<file path="src/rtl/bwc_pkg.sv">
package bwc_pkg;

    typedef enum logic [1:0] {
        ST_IDLE = 2'd0,
        ST_T1   = 2'd1,
        ST_T2   = 2'd2
    } bus_state_t;

endpackage

</file>
<file path="src/rtl/bwc_page_track.sv">
module bwc_page_track #(
    parameter int PW = 8
) (
    input  logic          clk,
    input  logic          rst_n,
    input  logic          update,
    input  logic [PW-1:0] cur_page,
    input  logic          busy,
    input  logic [PW-1:0] cand_page,
    output logic          cand_hit
);

    logic [PW-1:0] open_page;
    logic          open_valid;
    logic [PW-1:0] ref_page;
    logic          ref_valid;

    always_ff @(posedge clk or negedge rst_n) begin
        if (!rst_n) begin
            open_page  <= '0;
            open_valid <= 1'b0;
        end else if (update) begin
            open_page  <= cur_page;
            open_valid <= 1'b1;
        end
    end

    // A candidate captured during an access runs after that access completes.
    always_comb begin
        ref_page  = busy ? cur_page : open_page;
        ref_valid = busy | open_valid;
        cand_hit  = ref_valid && (cand_page == ref_page);
    end

    assert_open_after_update_R6: assert property (
        @(posedge clk) disable iff (!rst_n)
        update |=> (open_valid && open_page == $past(cur_page))
    );

endmodule

</file>
<file path="src/rtl/bwc_wait_calc.sv">
module bwc_wait_calc #(
    parameter int MISS_WAITS = 2,
    parameter int HIT_WAITS  = 1,
    parameter int PIPE_SAVE  = 1,
    parameter int WW         = 2
) (
    input  logic          hit,
    input  logic          pipelined,
    output logic [WW-1:0] waits
);

    localparam int MISS_PIPE = (MISS_WAITS > PIPE_SAVE) ? MISS_WAITS - PIPE_SAVE : 0;
    localparam int HIT_PIPE  = (HIT_WAITS  > PIPE_SAVE) ? HIT_WAITS  - PIPE_SAVE : 0;

    always_comb begin
        unique case ({pipelined, hit})
            2'b00:   waits = WW'(MISS_WAITS);
            2'b01:   waits = WW'(HIT_WAITS);
            2'b10:   waits = WW'(MISS_PIPE);
            default: waits = WW'(HIT_PIPE);
        endcase
    end

endmodule

</file>
<file path="src/rtl/bwc_bus_ctrl.sv">
module bwc_bus_ctrl
    import bwc_pkg::*;
#(
    parameter int AW         = 16,
    parameter int COL_W      = 8,
    parameter int MISS_WAITS = 2,
    parameter int HIT_WAITS  = 1,
    parameter int PIPE_SAVE  = 1
) (
    input  logic          clk,
    input  logic          rst_n,
    input  logic          req_valid,
    input  logic [AW-1:0] req_addr,
    input  logic          req_write,
    input  logic          pipe_en,
    output logic          req_take,
    output logic [AW-1:0] bus_addr,
    output logic          bus_write,
    output logic          bus_t1,
    output logic          bus_t2,
    output logic          bus_wait,
    output logic          ready,
    output logic          next_addr_ack,
    output logic          page_hit
);

    localparam int PW = AW - COL_W;
    localparam int WW = ($clog2(MISS_WAITS + 1) < 1) ? 1 : $clog2(MISS_WAITS + 1);

    bus_state_t    st, st_n;
    logic [WW-1:0] wcnt, wcnt_n;
    logic [AW-1:0] cur_addr, cur_addr_n, nxt_addr, nxt_addr_n;
    logic          cur_wr, cur_wr_n, nxt_wr, nxt_wr_n;
    logic          cur_hit, cur_hit_n, nxt_hit, nxt_hit_n;
    logic          nxt_valid, nxt_valid_n;
    logic [WW-1:0] nxt_waits, nxt_waits_n;

    logic          final_t2, pipe_cap, plain_cap, take;
    logic          cand_hit;
    logic [WW-1:0] cand_waits;

    assign final_t2  = (st == ST_T2) && (wcnt == '0);
    assign pipe_cap  = (st == ST_T2) && pipe_en && req_valid && !nxt_valid;
    assign plain_cap = ((st == ST_IDLE) && req_valid) ||
                       (final_t2 && !pipe_en && req_valid && !nxt_valid);
    assign take      = pipe_cap | plain_cap;

    bwc_page_track #(.PW(PW)) u_page (
        .clk      (clk),
        .rst_n    (rst_n),
        .update   (final_t2),
        .cur_page (cur_addr[AW-1:COL_W]),
        .busy     (st != ST_IDLE),
        .cand_page(req_addr[AW-1:COL_W]),
        .cand_hit (cand_hit)
    );

    bwc_wait_calc #(
        .MISS_WAITS(MISS_WAITS),
        .HIT_WAITS (HIT_WAITS),
        .PIPE_SAVE (PIPE_SAVE),
        .WW        (WW)
    ) u_wait (
        .hit      (cand_hit),
        .pipelined(pipe_cap),
        .waits    (cand_waits)
    );

    // Next-state and register-load decisions
    always_comb begin
        st_n        = st;
        wcnt_n      = wcnt;
        cur_addr_n  = cur_addr;
        cur_wr_n    = cur_wr;
        cur_hit_n   = cur_hit;
        nxt_valid_n = nxt_valid;
        nxt_addr_n  = nxt_addr;
        nxt_wr_n    = nxt_wr;
        nxt_hit_n   = nxt_hit;
        nxt_waits_n = nxt_waits;
        unique case (st)
            ST_IDLE: begin
                if (take) begin
                    st_n       = ST_T1;
                    cur_addr_n = req_addr;
                    cur_wr_n   = req_write;
                    cur_hit_n  = cand_hit;
                    wcnt_n     = cand_waits;
                end
            end
            ST_T1: begin
                st_n = ST_T2;
            end
            ST_T2: begin
                if (wcnt != '0) begin
                    wcnt_n = wcnt - WW'(1);
                    if (pipe_cap) begin
                        nxt_valid_n = 1'b1;
                        nxt_addr_n  = req_addr;
                        nxt_wr_n    = req_write;
                        nxt_hit_n   = cand_hit;
                        nxt_waits_n = cand_waits;
                    end
                end else if (nxt_valid) begin
                    st_n        = ST_T1;
                    cur_addr_n  = nxt_addr;
                    cur_wr_n    = nxt_wr;
                    cur_hit_n   = nxt_hit;
                    wcnt_n      = nxt_waits;
                    nxt_valid_n = 1'b0;
                end else if (take) begin
                    st_n       = ST_T1;
                    cur_addr_n = req_addr;
                    cur_wr_n   = req_write;
                    cur_hit_n  = cand_hit;
                    wcnt_n     = cand_waits;
                end else begin
                    st_n = ST_IDLE;
                end
            end
            default: st_n = ST_IDLE;
        endcase
    end

    // State register
    always_ff @(posedge clk or negedge rst_n) begin
        if (!rst_n) begin
            st        <= ST_IDLE;
            wcnt      <= '0;
            cur_addr  <= '0;
            cur_wr    <= 1'b0;
            cur_hit   <= 1'b0;
            nxt_valid <= 1'b0;
            nxt_addr  <= '0;
            nxt_wr    <= 1'b0;
            nxt_hit   <= 1'b0;
            nxt_waits <= '0;
        end else begin
            st        <= st_n;
            wcnt      <= wcnt_n;
            cur_addr  <= cur_addr_n;
            cur_wr    <= cur_wr_n;
            cur_hit   <= cur_hit_n;
            nxt_valid <= nxt_valid_n;
            nxt_addr  <= nxt_addr_n;
            nxt_wr    <= nxt_wr_n;
            nxt_hit   <= nxt_hit_n;
            nxt_waits <= nxt_waits_n;
        end
    end

    // Outputs
    always_comb begin
        bus_t1        = (st == ST_T1);
        bus_t2        = (st == ST_T2);
        bus_wait      = (st == ST_T2) && (wcnt != '0);
        ready         = final_t2;
        next_addr_ack = pipe_cap;
        req_take      = take;
        page_hit      = (st != ST_IDLE) && cur_hit;
        bus_addr      = cur_addr;
        bus_write     = cur_wr;
    end

    assert_idle_capture_R2: assert property (
        @(posedge clk) disable iff (!rst_n)
        ((st == ST_IDLE) && req_valid) |=> (bus_t1 && bus_addr == $past(req_addr))
    );

    assert_t1_single_R3: assert property (
        @(posedge clk) disable iff (!rst_n)
        bus_t1 |=> bus_t2
    );

    assert_ready_single_R3: assert property (
        @(posedge clk) disable iff (!rst_n)
        ready |=> !ready
    );

    assert_wait_then_t2_R3: assert property (
        @(posedge clk) disable iff (!rst_n)
        bus_wait |=> bus_t2
    );

    assert_miss_has_wait_R4: assert property (
        @(posedge clk) disable iff (!rst_n)
        (bus_t1 && !page_hit) |=> bus_wait
    );

    assert_single_pending_R9: assert property (
        @(posedge clk) disable iff (!rst_n)
        (next_addr_ack && !ready) |=> !next_addr_ack
    );

    assert_idle_no_hit_R11: assert property (
        @(posedge clk) disable iff (!rst_n)
        (!bus_t1 && !bus_t2) |-> !page_hit
    );

endmodule

</file>
<file path="config.mk">
export PLATFORM = sky130hd
export DESIGN_NAME = bwc_bus_ctrl
export DESIGN_NICKNAME = d
export VERILOG_FILES = /design/src/rtl/bwc_pkg.sv /design/src/rtl/bwc_page_track.sv /design/src/rtl/bwc_wait_calc.sv /design/src/rtl/bwc_bus_ctrl.sv
export SDC_FILE = /design/constraint.sdc
export NUM_CORES = 1
export LEC_CHECK = 0
export BUFFER_PORTS_ARGS = -buffer_cell sky130_fd_sc_hd__buf_2
export CAP_MARGIN = 10
export CORE_ASPECT_RATIO = 1.5
export CORE_MARGIN = 2
export CORE_UTILIZATION = 54
export DETAILED_ROUTE_END_ITERATION = 6
export PLACE_DENSITY = 0.75
export SKIP_LAST_GASP = 1
export SYNTH_ARGS = -nofsm -noshare
export SYNTH_HDL_FRONTEND = slang
export SYNTH_SLANG_ARGS = --single-unit
export TNS_END_PERCENT = 30
</file>
<file path="constraint.sdc">
create_clock -name clk -period 4.7 [get_ports clk]
set_input_delay 0.47 -clock clk [delete_from_list [all_inputs] [get_ports clk]]
set_output_delay 0.47 -clock clk [all_outputs]
set_load 0.02 [all_outputs]
</file>
==> flow_results.org <==
** Cells and area
- Layout area overhead :: 12.8%
- Post-Layout Cell Count :: 303
- # fillers :: about 380
- FF+latch area :: around 1300 um2
- The final layout contains 276 nets.
- Share of cells above drive strength 1 :: 0.376
- Leaving out fill and tap cells, the most frequent cells in the layout are dfrtp_1, buf_2, mux2_2, o22ai_1, inv_1.
- The library cell used most frequently in the layout, excluding fill and tap cells, is dfrtp_1.
- Diodes inserted :: 0
- In the final layout, the multi-input gates occupy 1120 um2.

** Die
- Row count :: 30
- The initial utilization of the core area, before any placement, comes to 0.560.
- Pin placement for this block handled 45 I/O pins.
- The floorplan step set the die height to 87.7 um.
- Die area :: 5250 um2
- Die Span X :: 59.8 um
- The floorplan step defined a core boundary enclosing 4500 um2.

** Clocking
- Post-cts resize count :: 0
- Hold repair after CTS inserted 0 buffers.
- The clock tree synthesis step divided the H-tree into 2 levels.
- TritonCTS built the clock tree.
- Buffer count from post-CTS setup fixing :: 0
- CTS max path bufs :: 2
- CTS Buf Count :: 5
- Clock-pin slew was measured on the worst setup and hold paths at 0.09 ns.
- Clock root cell :: clkbuf_8
- Clock latency on the worst-skew pair, taken at its later pin, is 0.30 ns.
- Counting every sink on the clock net gives 52.

** Placed design
- Weighted congestion reported at the end of routability-driven placement :: 0.842
- Input and output buffers added on the ports amount to 44.
- The HPWL after detailed placement is 3710 um.
- Number of instances in the placed design :: a little under 300

** Worst setup path
- Crit start category :: flop
- For the worst setup path, the data arrival time is around 2.1 ns.
- The worst register-to-register path begins at wcnt[0]$_DFFE_PN0P_.
- Required time of the worst setup path :: 4.23 ns
- Logic depth of the worst register-to-register path :: 5
- Critical path class :: reg2out
- Capturing element type of the critical path :: output pin
- Along the worst path, the maximum fanout reaches 21.
- The most critical setup path has its startpoint at wcnt[0]$_DFFE_PN0P_.

** Logic synthesis
- Main area contributors after synthesis :: dfrtp_1, mux2_2, a2bb2oi_2, o22ai_1, xnor2_1
- Portion of synthesized cell area occupied by the leading cell type :: 0.516
- A synthesized cell averages roughly 12 um2.
- Number of warnings reported in the yosys synthesis log :: 0
- The mapped netlist covers 2520 um2.
- The number of nets handed over by synthesis was 234.
- In the synthesized netlist the dominant register cell turns out to be dfrtp_1.
- In this run, distinct cell masters in the synthesized netlist total 37.
- Counting flops with a built-in enable in the synthesized netlist gives 0.
- Number of storage elements in the synthesis netlist :: 52
- For this run, the register share of the synthesized area comes to 0.516.
- Of all cell types, the one taking the most synthesized area is dfrtp_1.
- Post-synth ARST share :: 1.00
- Post-Synthesis Cells :: 212

** STA
- Fin Clk Skew :: 0.00543 ns
- The final-report hold violation count is 0.
- Worst hold slack :: around 0.26 ns
- Setup violations remaining at the end of the flow were counted as 0.
- Worst-Margin Slew :: 0.768 ns
- Tightest slew margin relative to the limit :: 0.487
- Fmax achieved :: 383 MHz
- Min Clock Period, post-route :: 2.61 ns
- The max-slew violation total from the final report was 0.
- Final Cycle Share :: 0.556
- Setup repair after global routing left no endpoint under its margin.
- In the final timing run, aggregate negative setup slack is 0 ns.

** Global routing
- Number of antenna violations at the first check in global routing :: 0
- Entering global routing, the biggest net connects 53 pins.
- The first global-routing pass estimated between 8000 and 9000 um of wire.
- GR Overflow Total :: 0
- For this run, the total global-route usage over all layers was measured as 0.216.
- Vias in the first global route :: 1,819

** Routing
- Across all layers, the routed design uses 1,823 vias.
- Wires add up to 5290 um.
- Count of TritonRoute iterations in the first routing pass :: 4
- DRC marker count from the first detailed-route iteration :: 119
- DRT antenna net count :: 0
- Via density per instance :: approximately 6
- In the final routed layout, each cell accounts on average for 17.5 um.
- For this run, design rule violations remaining after detail routing come to 0.

** Power
- Combinational fraction of design power :: 0.466
- For this design the ratio of total power to cell area is between 700 and 800 nW/um2.
- Of the total power, the clock network draws 0.121.
- After layout, the design draws a total of around 2 mW.
- Total leakage power :: 1.28 nW
- VDD IR max :: 395 uV
- Cell-internal power :: ~1.2 mW
- Of the total power, the share spent switching nets is 0.406.
- In this run the power spent charging and discharging nets is 833 uW.
- Part of the power in registers :: 0.413

** Outcome
- Status :: finished clean

** Flow run
- The tool flagged a number of max-cap violations equal to 0.

** Hold path
- The tightest min-delay check is of the in2async type.
-- sequential cells by signal, summed over array words and instances, names as in the netlist, 2 cells and up --
signal / count
wcnt: 2
u_page.open_page: 8
nxt_addr: 16
nxt_waits: 2
bus_addr: 16
st: 2
-- power by group through the flow --
stage / Sequential, mW / Clock (mW) / Combinational (mW)
3_3_place_gp: 0.846 / 0 / 0.939
4_1_cts: 0.845 / 0.257 / 0.967
2_1_floorplan: 0.870 / 0 / 0.703
3_5_place_dp: 0.852 / 0 / 0.968
6_report: 0.847 / 0.248 / 0.956
5_1_grt: 0.875 / 0.271 / 1.05
-- kinds of logic after synthesis --
| kind of cell | Yosys count | synth area share |
|---|---|---|
| xor gates and xnor gates | 9 | 0.0312 |
| AOI/OAI and AO/OA | 61 | 0.204 |
| DFF | 52 | 0.516 |
| buffers and inverters | 22 | 0.0412 |
| muxes | 27 | 0.119 |
| adders and majority gates | 1 | 0.00496 |
| and+or+nand+nor | 40 | 0.0838 |
-- metrics by stage --
step           instance area [um2]  utilization  worst slack, ns
6_report                      2850        0.632             2.09
3_3_place_gp                  2760        0.613             2.24
3_5_place_dp                  2760        0.613             2.18
2_1_floorplan                 2520            -             2.65
4_1_cts                       2850        0.632             2.10
5_1_grt                       2850        0.632             1.89
-- worst max-delay path, stage by stage, from the launching register on --
cell     delay [ns]
dfrtp_1        0.46
o21ba_2        0.22
o21ai_0        0.28
nand2_1        0.53
inv_1          0.16
buf_2          0.18
-- layout make-up --
type	instances	share of cell area
Clock buffer	5	0.0242
Inverter	10	0.0132
Multi-Input combinational cell	138	0.393
Tap cell	48	0.0211
Clock inverter	3	0.00659
Timing Repair Buffer	47	0.0852
Sequential cell	52	0.457
-- cells in the mapped netlist (4+ instances only) --
cell type / instances
nand4_1: 4
nand3_1: 4
nor2_1: 8
xnor2_1: 9
buf_2: 5
mux2_2: 25
nor2b_1: 4
o21ai_0: 7
a2bb2oi_2: 9
inv_1: 10
nand2_1: 8
dfrtp_1: 52
o22ai_1: 18
clkbuf_1: 5
a2bb2oi_1: 8
-- layer usage --
layer / track usage / wire, um
met5: 0 / 0
met4: 0.0505 / 47
met3: 0.0340 / 145
met2: 0.377 / 2870
met1: 0.278 / 2230
-- final timing paths --
path	end	slack (ns)
worst max-delay path	req_take	2.09
worst min-delay path	cur_hit$_DFFE_PN0P_	0.26
worst max register to register	bus_addr[4]$_DFFE_PN0P_	2.21
worst min register to register	u_page.open_valid$_DFFE_PN0N_	0.48
max in group asynchronous	bus_addr[0]$_DFFE_PN0P_	4.00
min in group clk	nxt_addr[5]$_DFFE_PN0P_	0.41
Power figures use the tool's default switching activity.
